### src/rtl/vt_pkg.sv
package vt_pkg;
  typedef enum logic [2:0] {
    SEL_CTRL  = 3'd0,
    SEL_MASK  = 3'd1,
    SEL_STAT  = 3'd2,
    SEL_SPADR = 3'd3,
    SEL_SPDAT = 3'd4,
    SEL_SCRL  = 3'd5,
    SEL_VADR  = 3'd6,
    SEL_VDAT  = 3'd7
  } vt_sel_e;

  localparam int STAT_VBL_BIT = 7;
  localparam int STAT_HIT_BIT = 6;
  localparam int STAT_OVF_BIT = 5;
  localparam int CTRL_NMI_BIT = 7;
endpackage

### src/rtl/vt_timing.sv
module vt_timing #(
  parameter int DOTS     = 341,
  parameter int LINES    = 262,
  parameter int VBL_LINE = 241,
  parameter int PRE_LINE = 261,
  parameter int CW       = 9
) (
  input  logic          clk_i,
  input  logic          rst_ni,
  input  logic          dot_en_i,
  output logic [CW-1:0] dot_o,
  output logic [CW-1:0] line_o,
  output logic          vbl_set_o,
  output logic          vbl_clr_o
);
  localparam logic [CW-1:0] LAST_DOT  = CW'(DOTS - 1);
  localparam logic [CW-1:0] LAST_LINE = CW'(LINES - 1);
  localparam logic [CW-1:0] PRE_VBL   = CW'(VBL_LINE - 1);
  localparam logic [CW-1:0] PRE_PRE   = CW'(PRE_LINE - 1);

  logic [CW-1:0] dot_q, line_q;
  logic          end_of_line;

  assign end_of_line = (dot_q == LAST_DOT);

  always_ff @(posedge clk_i or negedge rst_ni) begin
    if (!rst_ni) begin
      dot_q  <= '0;
      line_q <= '0;
    end else if (dot_en_i) begin
      if (end_of_line) begin
        dot_q  <= '0;
        line_q <= (line_q == LAST_LINE) ? '0 : line_q + 1'b1;
      end else begin
        dot_q <= dot_q + 1'b1;
      end
    end
  end

  // one-cycle pulses on the enabled edge that enters the boundary line
  assign vbl_set_o = dot_en_i && end_of_line && (line_q == PRE_VBL);
  assign vbl_clr_o = dot_en_i && end_of_line && (line_q == PRE_PRE);

  assign dot_o  = dot_q;
  assign line_o = line_q;


  dot_range_chk: assert property (@(posedge clk_i) disable iff (!rst_ni)
    (dot_q <= LAST_DOT) && (line_q <= LAST_LINE));

  hold_when_idle_chk: assert property (@(posedge clk_i) disable iff (!rst_ni)
    !dot_en_i |=> ($stable(dot_q) && $stable(line_q)));
endmodule

### src/rtl/vt_status.sv
module vt_status #(
  parameter int CW       = 9,
  parameter int VBL_LINE = 241
) (
  input  logic          clk_i,
  input  logic          rst_ni,
  input  logic          vbl_set_i,
  input  logic          vbl_clr_i,
  input  logic          stat_rd_i,
  input  logic          hit_set_i,
  input  logic          ovf_set_i,
  input  logic [CW-1:0] dot_i,
  input  logic [CW-1:0] line_i,
  output logic          vblank_o,
  output logic          hit_o,
  output logic          ovf_o
);
  logic vbl_q, hit_q, ovf_q;

  always_ff @(posedge clk_i or negedge rst_ni) begin
    if (!rst_ni) begin
      vbl_q <= 1'b0;
      hit_q <= 1'b0;
      ovf_q <= 1'b0;
    end else begin
      // set wins over a coincident status read
      if (vbl_set_i)                  vbl_q <= 1'b1;
      else if (vbl_clr_i || stat_rd_i) vbl_q <= 1'b0;
      if (vbl_clr_i)      hit_q <= 1'b0;
      else if (hit_set_i) hit_q <= 1'b1;
      if (vbl_clr_i)      ovf_q <= 1'b0;
      else if (ovf_set_i) ovf_q <= 1'b1;
    end
  end

  assign vblank_o = vbl_q;
  assign hit_o    = hit_q;
  assign ovf_o    = ovf_q;


  vbl_entry_pos_chk: assert property (@(posedge clk_i) disable iff (!rst_ni)
    $rose(vbl_q) |-> (line_i == CW'(VBL_LINE) && dot_i == '0));

  prerender_clear_chk: assert property (@(posedge clk_i) disable iff (!rst_ni)
    vbl_clr_i |=> (!vbl_q && !hit_q && !ovf_q));

  read_clears_vbl_chk: assert property (@(posedge clk_i) disable iff (!rst_ni)
    (stat_rd_i && !vbl_set_i) |=> !vbl_q);

  hit_sticky_chk: assert property (@(posedge clk_i) disable iff (!rst_ni)
    (hit_set_i && !vbl_clr_i) |=> hit_q);
endmodule

### src/rtl/vt_regs.sv
module vt_regs
  import vt_pkg::*;
#(
  parameter int ADDR_W = 16
) (
  input  logic              clk_i,
  input  logic              rst_ni,
  input  logic              wr_i,
  input  logic              rd_i,
  input  logic [2:0]        sel_i,
  input  logic [7:0]        wdata_i,
  output logic              stat_rd_o,
  output logic [7:0]        ctrl_o,
  output logic [7:0]        mask_o,
  output logic [7:0]        scroll_x_o,
  output logic [7:0]        scroll_y_o,
  output logic [ADDR_W-1:0] vaddr_o
);
  logic [7:0]        ctrl_q, mask_q, sx_q, sy_q;
  logic [ADDR_W-1:0] va_q;
  logic              tog_q;
  vt_sel_e           sel;

  assign sel       = vt_sel_e'(sel_i);
  assign stat_rd_o = rd_i && (sel == SEL_STAT);

  always_ff @(posedge clk_i or negedge rst_ni) begin
    if (!rst_ni) begin
      ctrl_q <= '0;
      mask_q <= '0;
      sx_q   <= '0;
      sy_q   <= '0;
      va_q   <= '0;
      tog_q  <= 1'b0;
    end else begin
      if (wr_i) begin
        case (sel)
          SEL_CTRL: ctrl_q <= wdata_i;
          SEL_MASK: mask_q <= wdata_i;
          SEL_SCRL: begin
            if (tog_q) sy_q <= wdata_i;
            else       sx_q <= wdata_i;
            tog_q <= ~tog_q;
          end
          SEL_VADR: begin
            if (tog_q) va_q[7:0]        <= wdata_i;
            else       va_q[ADDR_W-1:8] <= wdata_i[ADDR_W-9:0];
            tog_q <= ~tog_q;
          end
          default: ;
        endcase
      end
      if (stat_rd_o) tog_q <= 1'b0;
    end
  end

  assign ctrl_o     = ctrl_q;
  assign mask_o     = mask_q;
  assign scroll_x_o = sx_q;
  assign scroll_y_o = sy_q;
  assign vaddr_o    = va_q;


  read_resets_tog_chk: assert property (@(posedge clk_i) disable iff (!rst_ni)
    stat_rd_o |=> !tog_q);

  first_write_x_chk: assert property (@(posedge clk_i) disable iff (!rst_ni)
    (wr_i && sel == SEL_SCRL && !tog_q && !rd_i) |=> ($stable(sy_q) && tog_q));

  second_write_lo_chk: assert property (@(posedge clk_i) disable iff (!rst_ni)
    (wr_i && sel == SEL_VADR && tog_q && !rd_i) |=> ($stable(va_q[ADDR_W-1:8]) && !tog_q));
endmodule

### src/rtl/vid_timing_regs.sv
module vid_timing_regs
  import vt_pkg::*;
#(
  parameter int DOTS     = 341,
  parameter int LINES    = 262,
  parameter int VBL_LINE = 241,
  parameter int PRE_LINE = 261,
  parameter int ADDR_W   = 16,
  localparam int CNT_W   = $clog2((DOTS > LINES) ? DOTS : LINES)
) (
  input  logic              clk_i,
  input  logic              rst_ni,
  input  logic              dot_en_i,
  input  logic [2:0]        bus_sel_i,
  input  logic              bus_rd_i,
  input  logic              bus_wr_i,
  input  logic [7:0]        bus_wdata_i,
  output logic [7:0]        bus_rdata_o,
  input  logic              spr0_hit_i,
  input  logic              spr_ovf_i,
  output logic [CNT_W-1:0]  dot_o,
  output logic [CNT_W-1:0]  line_o,
  output logic              vblank_o,
  output logic              nmi_o,
  output logic [7:0]        ctrl_o,
  output logic [7:0]        mask_o,
  output logic [7:0]        scroll_x_o,
  output logic [7:0]        scroll_y_o,
  output logic [ADDR_W-1:0] vaddr_o
);
  logic vbl_set, vbl_clr, stat_rd, vbl, hit, ovf;
  logic [CNT_W-1:0] dot_w, line_w;
  logic [7:0]       ctrl_w;

  vt_timing #(
    .DOTS(DOTS), .LINES(LINES), .VBL_LINE(VBL_LINE), .PRE_LINE(PRE_LINE), .CW(CNT_W)
  ) u_timing (
    .clk_i(clk_i), .rst_ni(rst_ni), .dot_en_i(dot_en_i),
    .dot_o(dot_w), .line_o(line_w), .vbl_set_o(vbl_set), .vbl_clr_o(vbl_clr)
  );

  vt_regs #(.ADDR_W(ADDR_W)) u_regs (
    .clk_i(clk_i), .rst_ni(rst_ni), .wr_i(bus_wr_i), .rd_i(bus_rd_i),
    .sel_i(bus_sel_i), .wdata_i(bus_wdata_i), .stat_rd_o(stat_rd),
    .ctrl_o(ctrl_w), .mask_o(mask_o), .scroll_x_o(scroll_x_o),
    .scroll_y_o(scroll_y_o), .vaddr_o(vaddr_o)
  );

  vt_status #(.CW(CNT_W), .VBL_LINE(VBL_LINE)) u_status (
    .clk_i(clk_i), .rst_ni(rst_ni), .vbl_set_i(vbl_set), .vbl_clr_i(vbl_clr),
    .stat_rd_i(stat_rd), .hit_set_i(spr0_hit_i), .ovf_set_i(spr_ovf_i),
    .dot_i(dot_w), .line_i(line_w),
    .vblank_o(vbl), .hit_o(hit), .ovf_o(ovf)
  );

  always_comb begin
    bus_rdata_o = '0;
    if (bus_sel_i == SEL_STAT) begin
      bus_rdata_o[STAT_VBL_BIT] = vbl;
      bus_rdata_o[STAT_HIT_BIT] = hit;
      bus_rdata_o[STAT_OVF_BIT] = ovf;
    end
  end

  assign nmi_o    = vbl & ctrl_w[CTRL_NMI_BIT];
  assign vblank_o = vbl;
  assign ctrl_o   = ctrl_w;
  assign dot_o    = dot_w;
  assign line_o   = line_w;


  nmi_follows_enable_chk: assert property (@(posedge clk_i) disable iff (!rst_ni)
    (vbl && !stat_rd && !vbl_clr && bus_wr_i && bus_sel_i == SEL_CTRL && bus_wdata_i[CTRL_NMI_BIT])
      |=> nmi_o);
endmodule

### config.mk
export PLATFORM = sky130hd
export DESIGN_NAME = vid_timing_regs
export DESIGN_NICKNAME = d
export VERILOG_FILES = /design/src/rtl/vt_pkg.sv /design/src/rtl/vt_timing.sv /design/src/rtl/vt_status.sv /design/src/rtl/vt_regs.sv /design/src/rtl/vid_timing_regs.sv
export SDC_FILE = /design/constraint.sdc
export NUM_CORES = 1
export LEC_CHECK = 0
export BUFFER_PORTS_ARGS = -buffer_cell sky130_fd_sc_hd__buf_4
export CAP_MARGIN = 5
export CORE_MARGIN = 5
export CORE_UTILIZATION = 55
export CTS_CLUSTER_DIAMETER = 120
export DETAILED_ROUTE_END_ITERATION = 12
export PLACE_DENSITY = 0.84
export SYNTH_ARGS = -nofsm -noshare
export SYNTH_HDL_FRONTEND = slang
export SYNTH_HIERARCHICAL = 1
export SYNTH_SLANG_ARGS = --single-unit
### constraint.sdc
create_clock -name clk_i -period 4.99 [get_ports clk_i]
set_input_delay 0 -clock clk_i [delete_from_list [all_inputs] [get_ports clk_i]]
set_output_delay 0 -clock clk_i [all_outputs]
set_load 0.02 [all_outputs]
Word-level counts from Yosys, hierarchy flattened
Cells that the tools add are included.

Register bits after elaboration: 70. Input bits: 18. Output and inout port bits: 76.

Add/sub/neg operators: 2. Eq/ne operators: 8. Multiplexer cells: 12. Bitwise operators: 2. Reduce and logical (&&, ||, !) cells: 20.

Operators with widths (count): 9-bit == test, second input constant (3); 9-bit by 1-bit adder with 9-bit output, second input constant (2); 9-bit two-way mux (2); 3-bit AND reduction (4); 2-bit nonzero test (5); 9-bit by 8-bit == test with 1-bit output, second input constant (1); 1-bit two-way mux (9); 2-bit AND reduction (4); 3-bit == test, second input constant (2); 1-bit logical AND (4); 3-bit by 1-bit == test with 1-bit output, second input constant (1); 3-bit by 2-bit == test with 1-bit output, second input constant (1); 3-bit zero test (1); 3-bit two-way mux (1); 2-bit OR reduction (1); 1-bit AND (1); 1-bit logical OR (1); 1-bit inverter (1).

Longest topological paths before layout
Gate-level depths: netlist of the first run.

Depth in word-level cells: 6. Gate-level depth with buffers: 8.

Hierarchy
The synthesis of the first run kept the hierarchy.

Modules (own cells, without submodules): vt_regs (instances 1, cells an instance 115, area an instance 1933.1 µm²); vt_timing (instances 1, cells an instance 103, area an instance 1033.5 µm²); vt_status (instances 1, cells an instance 9, area an instance 101.3 µm²); vid_timing_regs (instances 1, cells an instance 10, area an instance 85.1 µm²).

Worst setup path after synthesis of the first run
Ideal clock, no wire load.

Kind: register to register. Start: reg u_timing.dot_q[0] (netlist: u_timing/dot_o[0]). End: reg u_status.vbl_q (netlist: u_status/vblank_o). Library setup time: 0.118 ns. Arrival: 1.986 ns. Slack: 2.886 ns. Cell stages (with the launch flop): 9. Cell sequence: dfrtp_1 inv_1 ha_1 nand4b_1 or3_1 buf_6 nor4b_1 nor2_1 a21o_1.

Word-level cells in the longest chain between the ends: 5. Elaborated cells between the ends (all ways): 7. Classes of those cells: eq/ne (1); mux (1); reduce/logical (5).

RTL lines: start: declaration (line vt_timing.sv:21) `logic [CW-1:0] dot_q, line_q;`; start signal: assignment (line vt_timing.sv:35) `dot_q <= dot_q + 1'b1;`; 9-bit == test (line vt_timing.sv:24) `assign end_of_line = (dot_q == LAST_DOT);`; 1-bit logical AND (2 in a row) (line vt_timing.sv:42) `assign vbl_clr_o = dot_en_i && end_of_line && (line_q == PRE_PRE);`; net vbl_clr (line vid_timing_regs.sv:31) `logic vbl_set, vbl_clr, stat_rd, vbl, hit, ovf;`; 1-bit logical OR (line vt_status.sv:28) `else if (vbl_clr_i || stat_rd_i) vbl_q <= 1'b0;`; 2-bit nonzero test (no line); end signal: assignment (line vt_status.sv:22) `vbl_q <= 1'b0;`; end signal: assignment (line vt_status.sv:27) `if (vbl_set_i) vbl_q <= 1'b1;`; end signal: assignment (line vt_status.sv:28); end: declaration (line vt_status.sv:18) `logic vbl_q, hit_q, ovf_q;`.

The timed path passes the listed nets, and every way through them passes these cells. A chain may end at the register's enable or synchronous reset.

Worst setup path in the final report of the first run
Same ends and word-level chain as after synthesis.

==> out/metrics.csv, run 1 <==
stage,metric,value,unit
status,run_status,completed,
synth,ys_ff_latch,70,
layout,fin_nets,368,
pwr,p_sw_share,34.3,%
routing,wl,7260,microns
clock_tree,cts-buffers-inserted,9,
critical_path,rr_worst_depth,7,
global_route,grt_first_pass_wirelength,11800,microns
pwr,p_seq_share,43.0,%
routing,vias,2286,
clock_tree,clk_path_buf_depth,2,
die,start_util,56.9,%
global_route,grt-ovfl-total,0,
synth,syn_area_per_cell,13.3,sq um
timing,fin_setup_tns,0,ns
critical_path,endpoint_kind,flop,
layout,drive_gt1_share,48.6,%
clock_tree,cts_htree_levels,3,
synth,synth_seq_area_share,55.6,%
critical_path,path_class,flop to flop,
synth,async_flop_share,100,%
routing,route.detailed.drc,0,
global_route,grt_max_degree,71,
clock_tree,root_buffer,clkbuf_8,
synth,synth.distinct_cells,45,
clock_tree,clkLatencyLatePin,0.35,ns
hold_path,hold_path_depth,3,
clock_tree,cts_tree,done,
synth,ys_warn_count,6,
die,row_count,27,
clock_tree,cts_num_sinks,70,
layout,syn2layout_area_growth,32.7,%
timing,finalCritPeriodShare,45.9,%
routing,antenna_left,0,
global_route,grt_antenna_before_repair,0,
timing,period_needed,2.29,ns
layout,layout_common_cells,"buf_4 (88), dfrtp_1 (70), mux2_2 (48)",
synth,synth-edff-count,0,
hold_path,min_path_type,input port to flop,
flow_run,drv_cap,0,
die,dieArea,7350,sq um
pwr,power.switching,636,uW
die,core_area,5540,sq um
pwr,p_leak,0.00195,uW
timing,finalSetupViolCount,0,
routing,wl_per_cell,17.2,microns
clock_tree,cts.repair.resized,0,
pwr,peakVddDrop,0.308,mV
pwr,power.internal,1220,uW
placement,hpwl,4990,microns
placement,port-buffer-count,88,
critical_path,setup.worst_path.start_class,flop,
timing,rsz0062_at_grt,false,
die,die_h,85.7,microns
placement,gp_congestion,0.795,
layout,diodes,0,
pwr,powerDensity,444,nW/um^2
critical_path,crit_path_max_fanout,9,
timing,skew,0.0124,ns
timing,drv_slew,0,
pwr,combPwrFrac,32.3,%
global_route,grt_pass1_vias,2349,
synth,synth_flop_cell,dfrtp_1,
timing,fmax,436,MHz
routing,drt_iter0_markers,87,
synth,syn_inst,237,
clock_tree,post_cts_buffers,0,
die,die_x,85.7,microns
routing,dr.pass1.iters,4,
clock_tree,clk_pin_slew_worst_paths,0.08,ns
die,ios,94,
critical_path,cp_data_required_time,5.22,ns
routing,vias_per_cell,5.42,
critical_path,critPathArrivalTime,2.52,ns
synth,syn_area,3150,sq um
pwr,pwr-share-clk,24.7,%
layout,utilization,75.5,%
timing,tightest_slew,0.865,ns
timing,hold_violations,0,
layout,final_common_cell,buf_4,
global_route,grt_use_total,20.8,%
timing,slew_headroom,42.3,%
## state kept, by name, indices dropped and copies added (netlist names), 8 cells and up
name               cells
u_timing/line_o        9
u_regs/vaddr_o        16
u_regs/mask_o          8
u_timing/dot_o         9
u_regs/scroll_x_o      8
u_regs/scroll_y_o      8
u_regs/ctrl_o          8
## synthesized netlist by cell type, types with 2 or more instances
cell	n	share of area, %
nor2_4	2	0.71
and4bb_2	3	1.2
dfrtp_1	70	56
and3_1	3	0.60
nand2b_1	2	0.40
or3_1	4	0.79
xnor2_1	3	0.83
a31oi_1	2	0.40
nor3_2	2	0.63
nor2_1	11	1.3
a21oi_1	4	0.63
a21o_1	2	0.48
nand3_1	6	0.95
nor2b_1	2	0.40
inv_1	7	0.83
nand4_1	5	0.99
nand2b_4	2	0.87
nor3_4	4	2.1
buf_4	5	1.2
nand2_1	11	1.3
o21ai_0	8	1.3
mux2_2	48	17
xor2_1	3	0.83
ha_1	5	2.0
nor4b_1	3	0.83
## final cells by class
type                            count  area, sq um
Sequential cell                    70         1750
Fill cell                         404         1360
Multi-Input combinational cell    157         1340
Timing Repair Buffer              100          781
Clock buffer                       10          128
Tap cell                           72         90.1
Clock inverter                      6         70.1
Inverter                            7         26.3
## critical path, stage by stage, from the launching register on
cell	delay [ns]
dfrtp_1	0.42
inv_1	0.09
ha_1	0.16
nand4b_1	0.15
or3_1	0.53
nor4b_1	0.55
nor2_1	0.10
a21o_1	0.19
## layer usage
metal / up-vias / track usage [%] / routed length, microns / part of all wire, %
li1: 1061 / - / - / -
met1: 1147 / 26.7 / 3060 / 42
met2: 64 / 33.3 / 3660 / 50
met3: 14 / 5.57 / 407 / 5.6
met4: 0 / 8.78 / 137 / 1.9
met5: - / 0 / 0 / 0
## cell families after synthesis
family	after synthesis	share of synthesized area [%]
flip-flops	70	55.6
buffers and inverters	14	2.54
other	1	0.119
multiplexers	50	17.8
XOR/XNOR	6	1.67
AO/OA/AOI/OAI	20	4.05
AND/OR/NAND/NOR	71	16.3
adder cells (fa/ha/maj)	5	1.98
## power groups by stage
stage | clock network [uW] | registers [uW] | logic, uW
2_1_floorplan | 0 | 955 | 159
6_report | 459 | 798 | 599
3_5_place_dp | 0 | 808 | 596
5_1_grt | 503 | 818 | 635
4_1_cts | 468 | 798 | 605
3_3_place_gp | 0 | 803 | 582
## what timing repair did
item | CTS | global route
setup endpoints to repair | 0 | 0
hold buffers | 12 | 0
hold endpoints to repair | 123 | 0
## per-stage QoR
step	total power, uW	std cells	hold WS, ns	setup slack, ns	instance area, sq um
floorplan	1110	241	-0.296	2.89	3170
global placement	1380	394	0.165	2.82	3860
detailed placement	1400	394	0.171	2.76	3860
CTS	1870	422	0.0331	2.73	4180
global route	1960	422	0.0353	2.43	4180
finish	1860	422	0.0638	2.70	4180
## final timing paths
check	start	endpoint	slack, ns
max	u_timing/dot_o[0]	u_status/vblank_o	2.70
min	bus_sel_i[2]	u_regs/tog_q	0.06
max reg2reg	u_timing/dot_o[0]	u_status/vblank_o	2.70
min reg2reg	u_status/hit_o	u_status/hit_o	0.50
max in group asynchronous	rst_ni	u_regs/vaddr_o[9]	4.11
min in group asynchronous	rst_ni	u_timing/dot_o[2]	0.31
(Power assumes the default switching activity.)
==> run 2: changes to the inputs <==
--- a/config.mk
+++ b/config.mk
@@ -8,10 +8,10 @@
 export BUFFER_PORTS_ARGS = -buffer_cell sky130_fd_sc_hd__buf_4
 export CAP_MARGIN = 5
 export CORE_MARGIN = 5
-export CORE_UTILIZATION = 55
+export CORE_UTILIZATION = 51
 export CTS_CLUSTER_DIAMETER = 120
 export DETAILED_ROUTE_END_ITERATION = 12
-export PLACE_DENSITY = 0.84
+export PLACE_DENSITY = 0.79
 export SYNTH_ARGS = -nofsm -noshare
 export SYNTH_HDL_FRONTEND = slang
 export SYNTH_HIERARCHICAL = 1
==> constraint.sdc (replaced) <==
create_clock -name clk_i -period 2.2 [get_ports clk_i]
set_input_delay 0 -clock clk_i [delete_from_list [all_inputs] [get_ports clk_i]]
set_output_delay 0 -clock clk_i [all_outputs]
set_load 0.02 [all_outputs]
==> run 2 against run 1 <==
- sequential share of layout area decreased by 0.29 points
- critical endpoint unchanged
- flip-flop and latch count unchanged
- cell count is 1.2% higher
- maximum frequency grew 18%
- first-iteration DRC count decreased by 39%
==> out/metrics.csv, run 2 (synthesis results as in run 1) <==
stage,metric,value,unit
status,run_status,completed,
timing,setup_ws,0.259,ns
layout,final_common_cell,buf_4,
pwr,power,4190,uW
die,row_count,28,
placement,place_ws,0.148,ns
global_route,grt_pass1_vias,2310,
routing,dr.pass1.iters,4,
clock_tree,cts_num_sinks,70,
timing,period_needed,1.94,ns
placement,hpwl,5050,microns
clock_tree,cts-buffers-inserted,9,
timing,fin_setup_tns,0,ns
global_route,grt-ovfl-total,0,
die,ios,94,
routing,vias,2284,
routing,antenna_left,0,
routing,wl_per_cell,16.4,microns
critical_path,critPathArrivalTime,2.17,ns
critical_path,cp_data_required_time,2.43,ns
layout,drive_gt1_share,48.9,%
critical_path,setup.worst_path.start_class,flop,
die,die_x,88.6,microns
placement,gp_congestion,0.842,
hold_path,min_path_type,input port to flop,
routing,wl,6990,microns
pwr,p_leak,0.00197,uW
routing,drt_iter0_markers,53,
critical_path,crit_path_max_fanout,5,
global_route,grt_first_pass_wirelength,11500,microns
timing,finalSetupViolCount,0,
clock_tree,clk_path_buf_depth,2,
die,start_util,52.9,%
timing,fmax,515,MHz
timing,rsz0062_at_grt,false,
die,core_area,5960,sq um
layout,syn2layout_area_growth,33.6,%
layout,largest_reg_flops,16,
timing,tightest_slew,0.844,ns
critical_path,path_class,flop to flop,
clock_tree,root_buffer,clkbuf_8,
clock_tree,cts_tree,done,
routing,route.detailed.drc,0,
layout,layout_common_cells,"buf_4 (90), dfrtp_1 (70), mux2_2 (48)",
layout,diodes,0,
die,die_h,88.6,microns
pwr,powerDensity,996,nW/um^2
global_route,grt_antenna_before_repair,0,
critical_path,endpoint_kind,flop,
flow_run,drv_cap,0,
clock_tree,cts_htree_levels,3,
timing,slew_headroom,43.8,%
timing,hold_violations,0,
routing,vias_per_cell,5.35,
pwr,peakVddDrop,0.729,mV
global_route,grt_max_degree,71,
timing,drv_slew,0,
layout,fin_nets,370,
clock_tree,clk_pin_slew_worst_paths,0.07,ns
die,dieArea,7860,sq um
layout,fillCellCount,456,
placement,port-buffer-count,88,
global_route,grt_use_total,19.3,%
timing,finalCritPeriodShare,88.2,%
timing,skew,0.00450,ns
clock_tree,clkLatencyLatePin,0.34,ns
-- run 2: cell types whose count changed in the layout (fill, tap and decap cells not counted) --
cell,delta
nor4b_2,+1
clkinvlp_4,-2
clkbuf_1,+1
nor4b_1,-1
inv_6,-2
buf_4,+2
clkbuf_8,+2
clkinv_2,+1
-- run 2: critical path: stages (launching register included) --
cell and delay, ns:
dfrtp_1 0.42, inv_1 0.09, ha_1 0.15, nand4b_1 0.16, or3_1 0.40, nor4b_2 0.35, nor2_1 0.09, a21o_1 0.18
-- run 2: final timing paths --
check                                        from                 end  slack, ns  cells past startpoint
worst min-delay path                 bus_sel_i[2]        u_regs/tog_q       0.04                      3
min in group asynchronous                  rst_ni    u_regs/ctrl_o[4]       0.31                      2
worst max register to register  u_timing/dot_o[0]   u_status/vblank_o       0.26                      7
max in group asynchronous                  rst_ni  u_timing/line_o[2]       1.34                      2
worst min register to register     u_status/hit_o      u_status/hit_o       0.49                      2
worst max-delay path            u_timing/dot_o[0]   u_status/vblank_o       0.26                      7
-- run 2: cell type report --
| type | count | area [sq um] | area share (%) |
|---|---|---|---|
| timing repair buffer | 102 | 796 | 18.9 |
| clock buffer | 13 | 159 | 3.77 |
| inverter | 7 | 26.3 | 0.624 |
| clock inverter | 3 | 42.5 | 1.01 |
| tap | 75 | 93.8 | 2.23 |
| sequential | 70 | 1750 | 41.6 |
| multi-input combinational | 157 | 1340 | 31.9 |
-- run 2: repair_timing --
action                     4_1_cts  5_1_grt
hold endpoints to repair       123        0
resized for setup                0        1
hold buffers                    12        0
setup endpoints to repair        0        1
buffers inserted                 0        0
-- run 2: power by group --
group	switching, uW	total (uW)	internal [uW]
combinational	697	1350	652
clock	448	1030	585
sequential	228	1810	1590
total	1370	4190	2820
-- run 2: stage by stage --
stage	hold slack [ns]	cell area (sq um)	utilization, %	std cells
2_1_floorplan	-0.296	3170	-	241
3_3_place_gp	0.162	3880	65.2	399
3_5_place_dp	0.169	3880	65.2	399
4_1_cts	0.0299	4210	70.6	427
5_1_grt	0.0350	4210	70.7	427
6_report	0.0358	4210	70.7	427
-- run 2: metal layers --
| metal | up-vias | share of wire (%) | global-route usage (%) |
|---|---|---|---|
| li1 | 1065 | - | - |
| met1 | 1130 | 42 | 24.8 |
| met2 | 73 | 48 | 31.1 |
| met3 | 16 | 8.0 | 5.03 |
| met4 | 0 | 1.7 | 7.69 |
| met5 | - | 0 | 0 |
